[config.mk]
export PLATFORM = sky130hd
export DESIGN_NAME = irq_edge_unit
export DESIGN_NICKNAME = d
export VERILOG_FILES = /design/src/rtl/irq_edge_pkg.sv /design/src/rtl/irq_sync.sv /design/src/rtl/irq_edge_cfg.sv /design/src/rtl/irq_edge_core.sv /design/src/rtl/irq_edge_unit.sv
export SDC_FILE = /design/constraint.sdc
export NUM_CORES = 1
export LEC_CHECK = 0
export ABC_AREA = 1
export BUFFER_PORTS_ARGS = -buffer_cell sky130_fd_sc_hd__buf_2
export CORE_ASPECT_RATIO = 1.75
export CORE_UTILIZATION = 45
export CTS_CLUSTER_DIAMETER = 200
export DETAILED_ROUTE_END_ITERATION = 6
export GPL_ROUTABILITY_DRIVEN = 0
export PLACE_DENSITY = 0.69
export RECOVER_POWER = 25
export SETUP_SLACK_MARGIN = 0.5
export SYNTH_ARGS = -nofsm -noshare
export SYNTH_HDL_FRONTEND = slang
export SYNTH_HIERARCHICAL = 1
export SYNTH_SLANG_ARGS = --single-unit
[constraint.sdc]
create_clock -name clk_i -period 1.35 [get_ports clk_i]
set_input_delay 0.27 -clock clk_i [delete_from_list [all_inputs] [get_ports clk_i]]
set_output_delay 0.27 -clock clk_i [all_outputs]
set_load 0.02 [all_outputs]
[src/rtl/irq_edge_pkg.sv]
package irq_edge_pkg;
  localparam int unsigned DEF_ADDR_W   = 16;
  localparam logic [15:0] DEF_RISE_ADR = 16'hFF48;
  localparam logic [15:0] DEF_FALL_ADR = 16'hFF49;

  typedef enum logic [1:0] {
    SEL_NONE = 2'd0,
    SEL_RISE = 2'd1,
    SEL_FALL = 2'd2
  } reg_sel_e;
endpackage

[src/rtl/irq_sync.sv]
module irq_sync #(
  parameter int unsigned WIDTH  = 8,
  parameter int unsigned STAGES = 2
) (
  input  logic             clk_i,
  input  logic             rst_ni,
  input  logic [WIDTH-1:0] d_i,
  output logic [WIDTH-1:0] q_o
);
  logic [STAGES-1:0][WIDTH-1:0] stg_q;

  always_ff @(posedge clk_i or negedge rst_ni) begin
    if (!rst_ni) stg_q[0] <= '0;
    else         stg_q[0] <= d_i;
  end

  for (genvar s = 1; s < STAGES; s++) begin : g_stage
    always_ff @(posedge clk_i or negedge rst_ni) begin
      if (!rst_ni) stg_q[s] <= '0;
      else         stg_q[s] <= stg_q[s-1];
    end
  end

  assign q_o = stg_q[STAGES-1];
endmodule

[src/rtl/irq_edge_cfg.sv]
module irq_edge_cfg
  import irq_edge_pkg::*;
#(
  parameter int unsigned          NUM_CH   = 8,
  parameter int unsigned          ADDR_W   = DEF_ADDR_W,
  parameter logic [ADDR_W-1:0]    RISE_ADR = DEF_RISE_ADR[ADDR_W-1:0],
  parameter logic [ADDR_W-1:0]    FALL_ADR = DEF_FALL_ADR[ADDR_W-1:0],
  localparam int unsigned         IDX_W    = $clog2(NUM_CH)
) (
  input  logic              clk_i,
  input  logic              rst_ni,
  input  logic [ADDR_W-1:0] addr_i,
  input  logic              wr_i,
  input  logic              bit_mode_i,
  input  logic [IDX_W-1:0]  bit_idx_i,
  input  logic [NUM_CH-1:0] wdata_i,
  output logic [NUM_CH-1:0] rdata_o,
  output logic [NUM_CH-1:0] rise_en_o,
  output logic [NUM_CH-1:0] fall_en_o
);
  reg_sel_e          sel;
  logic [NUM_CH-1:0] rise_q, fall_q;
  logic [NUM_CH-1:0] cur, nxt;

  always_comb begin
    if (addr_i == RISE_ADR)      sel = SEL_RISE;
    else if (addr_i == FALL_ADR) sel = SEL_FALL;
    else                         sel = SEL_NONE;
  end

  always_comb begin
    case (sel)
      SEL_RISE: cur = rise_q;
      SEL_FALL: cur = fall_q;
      default:  cur = '0;
    endcase
  end

  // bit mode merges one bit into current contents
  always_comb begin
    nxt = wdata_i;
    if (bit_mode_i) begin
      nxt = cur;
      nxt[bit_idx_i] = wdata_i[0];
    end
  end

  always_ff @(posedge clk_i or negedge rst_ni) begin
    if (!rst_ni) begin
      rise_q <= '0;
      fall_q <= '0;
    end else if (wr_i) begin
      if (sel == SEL_RISE) rise_q <= nxt;
      if (sel == SEL_FALL) fall_q <= nxt;
    end
  end

  assign rdata_o   = cur;
  assign rise_en_o = rise_q;
  assign fall_en_o = fall_q;

  p_byte_write_r2: assert property (@(posedge clk_i) disable iff (!rst_ni)
    (wr_i && !bit_mode_i && sel == SEL_FALL) |=> fall_q == $past(wdata_i));

  p_bit_write_r3: assert property (@(posedge clk_i) disable iff (!rst_ni)
    (wr_i && bit_mode_i && sel == SEL_RISE) |=> rise_q[$past(bit_idx_i)] == $past(wdata_i[0]));

  p_hold_r4: assert property (@(posedge clk_i) disable iff (!rst_ni)
    !(wr_i && sel != SEL_NONE) |=> ($stable(rise_q) && $stable(fall_q)));
endmodule

[src/rtl/irq_edge_core.sv]
module irq_edge_core #(
  parameter int unsigned NUM_CH = 8
) (
  input  logic              clk_i,
  input  logic              rst_ni,
  input  logic [NUM_CH-1:0] sync_i,
  input  logic [NUM_CH-1:0] rise_en_i,
  input  logic [NUM_CH-1:0] fall_en_i,
  output logic [NUM_CH-1:0] irq_o
);
  logic [NUM_CH-1:0] prev_q, irq_q;

  for (genvar i = 0; i < NUM_CH; i++) begin : g_ch
    logic is_rise, is_fall;
    assign is_rise = sync_i[i] & ~prev_q[i];
    assign is_fall = ~sync_i[i] & prev_q[i];

    // history follows the pin regardless of enables
    always_ff @(posedge clk_i or negedge rst_ni) begin
      if (!rst_ni) begin
        prev_q[i] <= 1'b0;
        irq_q[i]  <= 1'b0;
      end else begin
        prev_q[i] <= sync_i[i];
        irq_q[i]  <= (is_rise & rise_en_i[i]) | (is_fall & fall_en_i[i]);
      end
    end

    p_rise_only_r5: assert property (@(posedge clk_i) disable iff (!rst_ni)
      (irq_q[i] && !$past(fall_en_i[i])) |-> $past(sync_i[i]));

    p_fall_only_r5: assert property (@(posedge clk_i) disable iff (!rst_ni)
      (irq_q[i] && !$past(rise_en_i[i])) |-> !$past(sync_i[i]));

    p_off_r5: assert property (@(posedge clk_i) disable iff (!rst_ni)
      !(rise_en_i[i] || fall_en_i[i]) |=> !irq_q[i]);

    p_needs_change_r6: assert property (@(posedge clk_i) disable iff (!rst_ni)
      irq_q[i] |-> ($past(sync_i[i]) != $past(sync_i[i], 2)));
  end

  assign irq_o = irq_q;
endmodule

[src/rtl/irq_edge_unit.sv]
module irq_edge_unit
  import irq_edge_pkg::*;
#(
  parameter int unsigned       NUM_CH      = 8,
  parameter int unsigned       ADDR_W      = DEF_ADDR_W,
  parameter int unsigned       SYNC_STAGES = 2,
  parameter logic [ADDR_W-1:0] RISE_ADR    = DEF_RISE_ADR[ADDR_W-1:0],
  parameter logic [ADDR_W-1:0] FALL_ADR    = DEF_FALL_ADR[ADDR_W-1:0],
  localparam int unsigned      IDX_W       = $clog2(NUM_CH)
) (
  input  logic              clk_i,
  input  logic              rst_ni,
  input  logic [NUM_CH-1:0] pin_i,
  input  logic [ADDR_W-1:0] addr_i,
  input  logic              wr_i,
  input  logic              bit_mode_i,
  input  logic [IDX_W-1:0]  bit_idx_i,
  input  logic [NUM_CH-1:0] wdata_i,
  output logic [NUM_CH-1:0] rdata_o,
  output logic [NUM_CH-1:0] irq_o
);
  logic [NUM_CH-1:0] pin_sync, rise_en, fall_en;

  irq_sync #(.WIDTH(NUM_CH), .STAGES(SYNC_STAGES)) u_sync (
    .clk_i (clk_i),
    .rst_ni(rst_ni),
    .d_i   (pin_i),
    .q_o   (pin_sync)
  );

  irq_edge_cfg #(
    .NUM_CH  (NUM_CH),
    .ADDR_W  (ADDR_W),
    .RISE_ADR(RISE_ADR),
    .FALL_ADR(FALL_ADR)
  ) u_cfg (
    .clk_i     (clk_i),
    .rst_ni    (rst_ni),
    .addr_i    (addr_i),
    .wr_i      (wr_i),
    .bit_mode_i(bit_mode_i),
    .bit_idx_i (bit_idx_i),
    .wdata_i   (wdata_i),
    .rdata_o   (rdata_o),
    .rise_en_o (rise_en),
    .fall_en_o (fall_en)
  );

  irq_edge_core #(.NUM_CH(NUM_CH)) u_core (
    .clk_i    (clk_i),
    .rst_ni   (rst_ni),
    .sync_i   (pin_sync),
    .rise_en_i(rise_en),
    .fall_en_i(fall_en),
    .irq_o    (irq_o)
  );

  p_reset_quiet_r1: assert property (@(posedge clk_i) disable iff (!rst_ni)
    $rose(rst_ni) |-> irq_o == '0);
endmodule

# Word level (Yosys, flattened, before mapping)

Index checks and enable logic that the tools add are counted.

$lt $le $gt $ge: 2
Equality and inequality tests: 4
Mux-type cells: 7
Bitwise logic cells: 56
Reduce and logical (&&, ||, !) cells: 3

Operator list:

| operator                                                           | number |
|---|---|
| AND 1 bit                                                          | 32 |
| equality test 16 bit (second input constant)                       | 2 |
| NOT 1 bit                                                          | 16 |
| case mux 8 bit (2 select lines)                                    | 1 |
| bitwise mux 8 bit                                                  | 1 |
| two-way mux 8 bit                                                  | 1 |
| bitwise OR 1 bit                                                   | 8 |
| < comparator 3 x 4 -> 1 bit (second input constant)                | 1 |
| two-way mux 2 bit                                                  | 2 |
| AND reduction 2 bit                                                | 2 |
| demux 1 bit (select 3 bit)                                         | 1 |
| greater-or-equal comparator 3 x 1 -> 1 bit (second input constant) | 1 |
| equality test 2 x 1 -> 1 bit (second input constant)               | 1 |
| equality test 2 bit (second input constant)                        | 1 |
| logical AND 1 bit                                                  | 1 |
| two-way mux 1 bit                                                  | 1 |

Bits in registers: 48
Bits of input ports: 39
Word-level logic and storage cells: 92

# Longest topological paths before layout

Gate-level depths: netlist (run 1).

Word-level depth: 7
Gate-level depth with buffers: 11

# Cells and area by module

The synthesis (run 1) kept the hierarchy.

Modules (own cells, without submodules):

| module        | instances | cells each | area an instance (sq um) |
|---|---|---|---|
| irq_edge_cfg  | 1         | 179        | 1318.8 |
| irq_edge_core | 1         | 56         | 570.5 |
| irq_sync      | 1         | 24         | 460.4 |

# Worst setup path after synthesis (run 1)

Ideal clock, no wire load.

Path kind: input to output
Start point: input port addr_i[14]
End point: output port rdata_o[0]
Data arrival time: 1031 ps
Required time: 1080 ps
Path slack: 49 ps
Cell stages on the path: 7
Path through: nand2_1 -> inv_2 -> nand2_4 -> nor2_8 -> buf_12 -> nand3_1 -> nand2_1

Longest elaborated chain between the ends: 5
Elaborated cells between the ends (all ways): 7
Those cells by class: 4 x eq/ne; 3 x mux

Ends and longest elaborated chain:

| element                                                                    | RTL line            | RTL |
|---|---|---|
| from (decl)                                                                | irq_edge_unit.sv:14 | `input logic [ADDR_W-1:0] addr_i,` |
| equality test 16 bit                                                       | irq_edge_cfg.sv:27  | `else if (addr_i == FALL_ADR) sel = SEL_FALL;` |
| two-way mux 2 bit                                                          | irq_edge_cfg.sv:27  |  |
| two-way mux 2 bit *                                                        | irq_edge_cfg.sv:26  | `if (addr_i == RISE_ADR) sel = SEL_RISE;` |
| equality test 2 bit / equality test 2 x 1 -> 1 bit (equally long branches) | irq_edge_cfg.sv:32  | `case (sel)` |
| case mux 8 bit (2 select lines) *                                          | irq_edge_cfg.sv:32  |  |
| to (decl)                                                                  | irq_edge_unit.sv:19 | `output logic [NUM_CH-1:0] rdata_o,` |

Every way passes the cells marked *; elsewhere a longest branch is shown, timed or not.

# Final worst setup path (run 1)

Start point: input port addr_i[1]
End point: output port rdata_o[1]

Same word-level chain as after synthesis.

==> summary.txt, run 1 <==
Outcome
  • Outcome: complete, but fails checks
  • Violated checks: negative setup slack

Floorplanning
  • Chip Width: 56.6 µm
  • Die area: 0.00553 mm²
  • Starting Density: 47.2%
  • Core Area: 0.00498 mm²
  • Die Height: 97.6 µm
  • Num rows: 34
  • Num ports: 55

Timing
  • Min Hold Slack: 70.3 ps
  • Slew margin rel.: 78.3%
  • Setup TNS: -1410 ps
  • Max-slew violations: 0
  • RSZ-0062 raised after global routing: true
  • Setup Viol. Count Final: 18
  • Fin. Hold Viols: 0
  • Slew @ Worst Pin: 325 ps
  • Setup Skew: 7.38 ps
  • FMAX: 0.663 GHz
  • Tmin final: 1510 ps
  • Final WS setup: -158 ps
  • Period utilisation layout: 112%

Critical path
  • Setup crit start: addr_i[1]
  • CP max stage cell: nor2_4
  • CP Max Fanout: 2
  • RR Endpoint: u_cfg/fall_en_o[3]
  • Arr. time, crit path: 1240 ps
  • Internal reg-to-reg setup slack: 120 ps
  • Critical path type: in -> out
  • Reg2reg path depth: 9
  • Critical Path Sink Type: primary output
  • R2r startpoint: u_cfg/rise_en_o[3]
  • CP peak stage delay: 140 ps
  • Crit path launch type: input pin
  • Worst EP required: 1080 ps
  • CP endpoint: rdata_o[1]
  • Critical path cell sequence: buf_2 > nor2_4 > nand2_4 > nor2_8 > buf_6 > buf_12 > nand3_4 > nand2_4 > buf_6

GRT
  • Vias in the first global route: 2169
  • First-pass GRT wire length: 9700 µm
  • Total track usage: 22.8%
  • Grt total ovfl: 0
  • Initial antenna violation count: 0
  • Largest net degree at the start of global routing: 49

Yosys
  • Yosys Warn Count: 6
  • Sequential area share after synthesis: 51.1%
  • Number of synthesized register bits: 48
  • Mapped cell area: 0.00235 mm²
  • Cell type with the highest aggregate area in the netlist: dfrtp_1
  • Syn Nets: 298
  • Mean Syn Cell Area: 9.07 µm²
  • Synth top cells by count: 78 x nand2_1, 48 x dfrtp_1, 33 x nand3_1
  • Cell count after synthesis: 259
  • Count leader, synth: nand2_1
  • Top cell type's share of synthesized area: 51.1%
  • Ys async rst share: 100%
  • Most used DFF post-synth: dfrtp_1
  • Synth top area cells: dfrtp_1 51%, nand2_1 12%, nand3_1 7.0%, nand3_2 6.0%, inv_1 4.6%
  • EDFF count, synth: 0
  • Synth cell types: 19

Clocking
  • H-tree levels: 2
  • Sink Count: 48
  • Total CTS buffers: 5
  • CTS tree: yes
  • Clk slew on worst S/H paths: 80 ps
  • Clk buf depth: 2
  • Root Driver: clkbuf_8
  • Clock Latency Late Sink: 300 ps

Power
  • Pleak: 2.07 nW
  • Max VDD drop: 0.826 mV
  • PD cells: 698 mW/mm²

Place
  • Placed insts: 384
  • Port Buf Inserts: 54
  • Final HPWL DP: 3660 µm

Layout
  • Nets: 398
  • Antenna cell count: 0
  • Cell Count, Final, Fillers Out: 413
  • Share of layout cells above drive strength 1: 55.4%
  • Syn-to-layout area delta: 57.7%

Drt
  • Drt total wl: 6320 µm
  • Via count: 2119
  • Starting DRC count in detailed routing: 63
  • Initial DRT Pass Iterations: 4
  • Final antenna-violating net count: 0
  • Wire length per cell: 15.3 µm
  • DRC violations left: 0
  • Vias/cell: 5.13

Min path
  • Min-delay worst type: in -> reg
  • Worst hold path depth: 1

Flow run
  • MaxCap Viol Count: 0
-- registers in the layout (all words and copies together), names as in the netlist --
signal,count
u_cfg/fall_en_o,8
u_core/irq_o,8
u_sync/q_o,8
u_cfg/rise_en_o,8
u_core/prev_q,8
u_sync/stg_q,8
-- placed cells by master (no fill, tap or decap), types with 2 or more instances in the layout --
master,netlist,layout
buf_2,0,25
inv_1,29,25
o21ai_0,2,2
nor2_1,13,11
buf_4,8,20
nor3_1,2,2
clkbuf_8,1,5
buf_8,0,2
nand2_4,4,17
nor2_8,5,5
inv_2,3,4
dfrtp_1,48,48
buf_6,0,48
nand2_1,78,45
buf_12,1,5
nand3_2,14,10
nand2_2,12,32
nand3_1,33,25
nand3_4,1,13
inv_4,1,2
nor2_4,0,7
-- per-stage QoR --
step | power, mW | cell area [µm²] | utilization, % | worst slack (ps)
after floorplan | 1.64 | 2470 | - | 86.8
after global placement | 1.75 | 2960 | 59.4 | -196
after detailed placement | 1.75 | 2960 | 59.4 | -229
after CTS | 2.58 | 3480 | 69.8 | -121
after global routing | 2.69 | 3710 | 74.5 | -194
final | 2.59 | 3710 | 74.5 | -158
-- logic make-up after synthesis --
logic type / after synthesis / synth area share, %
simple gates: 165 / 38.9
flops: 48 / 51.1
buf+inv: 43 / 9.37
compound gates: 3 / 0.639
-- final cells by class --
cell class	instances	area, µm²
timing repair buffer	101	956
inverter	33	141
tap	54	67.6
clock inverter	2	12.5
clock buffer	5	68.8
fill	345	1270
multi-input combinational	170	1260
sequential	48	1200
-- worst max-delay path: cells and delay by family --
family | cells | cell delay (ps)
AND/OR/NAND/NOR | 5 | 510
buffers and inverters | 4 | 470
-- report_power, final --
part / internal [mW] / switching [mW]
Combinational: 0.129 / 0.168
Sequential: 1.47 / 0.0194
Clock: 0.351 / 0.447
Total: 1.95 / 0.635
-- worst min path at each step --
stage	startpoint	endpoint
2_1_floorplan	rst_ni	u_cfg/fall_en_o[0]
3_3_place_gp	rst_ni	u_sync/q_o[0]
3_5_place_dp	rst_ni	u_core/prev_q[0]
4_1_cts	pin_i[3]	u_sync/stg_q[3]
5_1_grt	pin_i[7]	u_sync/stg_q[7]
6_report	pin_i[6]	u_sync/stg_q[6]
-- repair_timing --
| action | in CTS | in global routing |
|---|---|---|
| pin swaps | 23 | 41 |
| hold endpoints to repair | 48 | 0 |
| buffers inserted | 12 | 7 |
| endpoints found under the setup margin | 32 | 32 |
| gates resized for setup | 77 | 39 |
| gates cloned | 2 | 0 |
| hold buffers | 1 | 0 |
-- layer usage --
metal	routed length, µm	vias up	GRT usage [%]
met1	2330	1046	24.4
met3	217	14	3.99
met4	132	0	10.3
met5	0	-	0
met2	3630	63	42.0
li1	-	996	-
Power figures use the tool's default switching activity.
==> run 2, diff against run 1 <==
==> constraint.sdc (replaced) <==
create_clock -name clk_i -period 1.35 [get_ports clk_i]
set_input_delay 0.0675 -clock clk_i [delete_from_list [all_inputs] [get_ports clk_i]]
set_output_delay 0.0675 -clock clk_i [all_outputs]
set_load 0.02 [all_outputs]
==> summary.txt, run 2 (synthesis results as in run 1) <==
Min path
  • Worst hold endpoint: u_cfg/fall_en_o[4]
  • Hold path startpoint: wdata_i[4]
  • Worst hold path depth: 5
  • Min-delay worst type: in -> reg

Critical path
  • Reg2reg path depth: 7
  • Arr. time, crit path: 1030 ps
  • Crit path launch type: input pin
  • CP Max Fanout: 3
  • Critical Path Sink Type: primary output
  • RR Endpoint: u_cfg/rise_en_o[5]
  • Critical path type: in -> out
  • R2r startpoint: u_cfg/fall_en_o[5]
  • Worst EP required: 1280 ps
  • Internal reg-to-reg setup slack: 280 ps

Drt
  • Starting DRC count in detailed routing: 90
  • Drt total wl: 6870 µm
  • Final antenna-violating net count: 0
  • Via count: 2175
  • DRC violations left: 0
  • Wire length per cell: 16.2 µm
  • Vias/cell: 5.12
  • Initial DRT Pass Iterations: 4

GRT
  • Grt total ovfl: 0
  • Initial antenna violation count: 0
  • Total track usage: 25.5%
  • Vias in the first global route: 2333
  • First-pass GRT wire length: 10700 µm
  • Largest net degree at the start of global routing: 26

Timing
  • Period utilisation layout: 81.6%
  • Slew @ Worst Pin: 533 ps
  • FMAX: 0.908 GHz
  • Setup Skew: 10.4 ps
  • Slew margin rel.: 64.4%
  • RSZ-0062 raised after global routing: true
  • Max-slew violations: 0
  • Tmin final: 1100 ps
  • Setup TNS: 0 ps
  • Fin. Hold Viols: 0
  • Setup Viol. Count Final: 0

Power
  • Max VDD drop: 0.854 mV
  • Pleak: 2.10 nW
  • PD cells: 724 mW/mm²
  • Tot Pwr: 2.72 mW

Clocking
  • Clk buf depth: 2
  • CTS tree: yes
  • Clk slew on worst S/H paths: 90 ps
  • H-tree levels: 2
  • Sink Count: 48
  • Clock Latency Late Sink: 310 ps
  • Total CTS buffers: 5
  • Root Driver: clkbuf_8

Flow run
  • MaxCap Viol Count: 0

Floorplanning
  • Core Area: 0.00498 mm²
  • Die area: 0.00553 mm²
  • Num ports: 55
  • Die Height: 97.6 µm
  • Num rows: 34
  • Starting Density: 47.2%
  • Chip Width: 56.6 µm

Place
  • Port Buf Inserts: 54
  • Final HPWL DP: 3670 µm
  • Placed insts: 364

Outcome
  • Outcome: finished clean

Layout
  • Most frequent cells in the layout: 56 x nand2_1, 48 x dfrtp_1, 42 x buf_6
  • Nets: 409
  • Share of layout cells above drive strength 1: 52.0%
  • Most common cell after layout, fill and taps aside: nand2_1
  • Cell Count, Final, Fillers Out: 425
  • Finished Core Util: 75.4%
  • Antenna cell count: 0
  • Syn-to-layout area delta: 59.7%
## run 2: cell types whose count changed in the layout (fill, tap and decap cells not counted), sizes merged
| cell | change |
|---|---|
| clkbuf | +4 |
| dlygate4sd3 | +8 |
| buf | +2 |
| nor2 | -1 |
| clkinv | -1 |
## run 2: per-layer routing
metal	up-vias	share of wire (%)	GRT usage, %	wire length, µm
li1	1019	-	-	-
met1	1042	36	28.0	2450
met2	90	55	44.2	3790
met3	24	5.8	4.79	397
met4	0	3.4	15.6	235
met5	-	0	0	0
## run 2: layout make-up
type	instances	area, µm²
clock buffer	7	86.3
clock inverter	1	7.51
fill	288	1220
inverter	33	149
multi-input combinational	169	1170
sequential	48	1200
tap	54	67.6
timing repair buffer	113	1070
## run 2: what timing repair did
action | in CTS | in global routing
hold endpoints to repair | 25 | 0
cloned | 1 | 0
pin swaps | 41 | 32
hold buffers | 9 | 0
setup buffers | 38 | 5
gates resized for setup | 83 | 31
setup endpoints to repair | 32 | 60
## run 2: report_power, final
part           internal, mW  switching [mW]  leakage (nW)
logic                 0.139           0.170          1.44
clock network         0.417           0.495        0.0445
registers              1.47          0.0207         0.615
total                  2.03           0.686          2.10
## run 2: worst max-delay path, cell delays in order
cell and delay [ps]:
buf_6 100, nor2_4 120, nand2_4 120, nor2_8 180, buf_12 130, nand3_2 100, nand2_2 90, buf_6 110
## run 2: how the worst max path moves through the flow
| stage | start | to | slack [ps] | cells past startpoint |
|---|---|---|---|---|
| 6_report | addr_i[5] | rdata_o[1] | 250 | 8 |
| 5_1_grt | addr_i[5] | rdata_o[7] | 210 | 8 |
| 4_1_cts | u_cfg/rise_en_o[3] | rdata_o[3] | 290 | 3 |
| 3_5_place_dp | addr_i[0] | u_cfg/fall_en_o[0] | 80 | 10 |
| 3_3_place_gp | addr_i[0] | u_cfg/fall_en_o[4] | 120 | 10 |
| 2_1_floorplan | addr_i[11] | u_cfg/fall_en_o[6] | 380 | 11 |
## run 2: metrics by stage
step | hold WS [ps] | cell area (µm²) | setup slack [ps]
5_1_grt | 120 | 3750 | 210
3_3_place_gp | 47.1 | 2720 | 120
6_report | 100 | 3750 | 249
2_1_floorplan | -228 | 2390 | 384
3_5_place_dp | 49.2 | 2720 | 84.6
4_1_cts | 78.8 | 3570 | 287
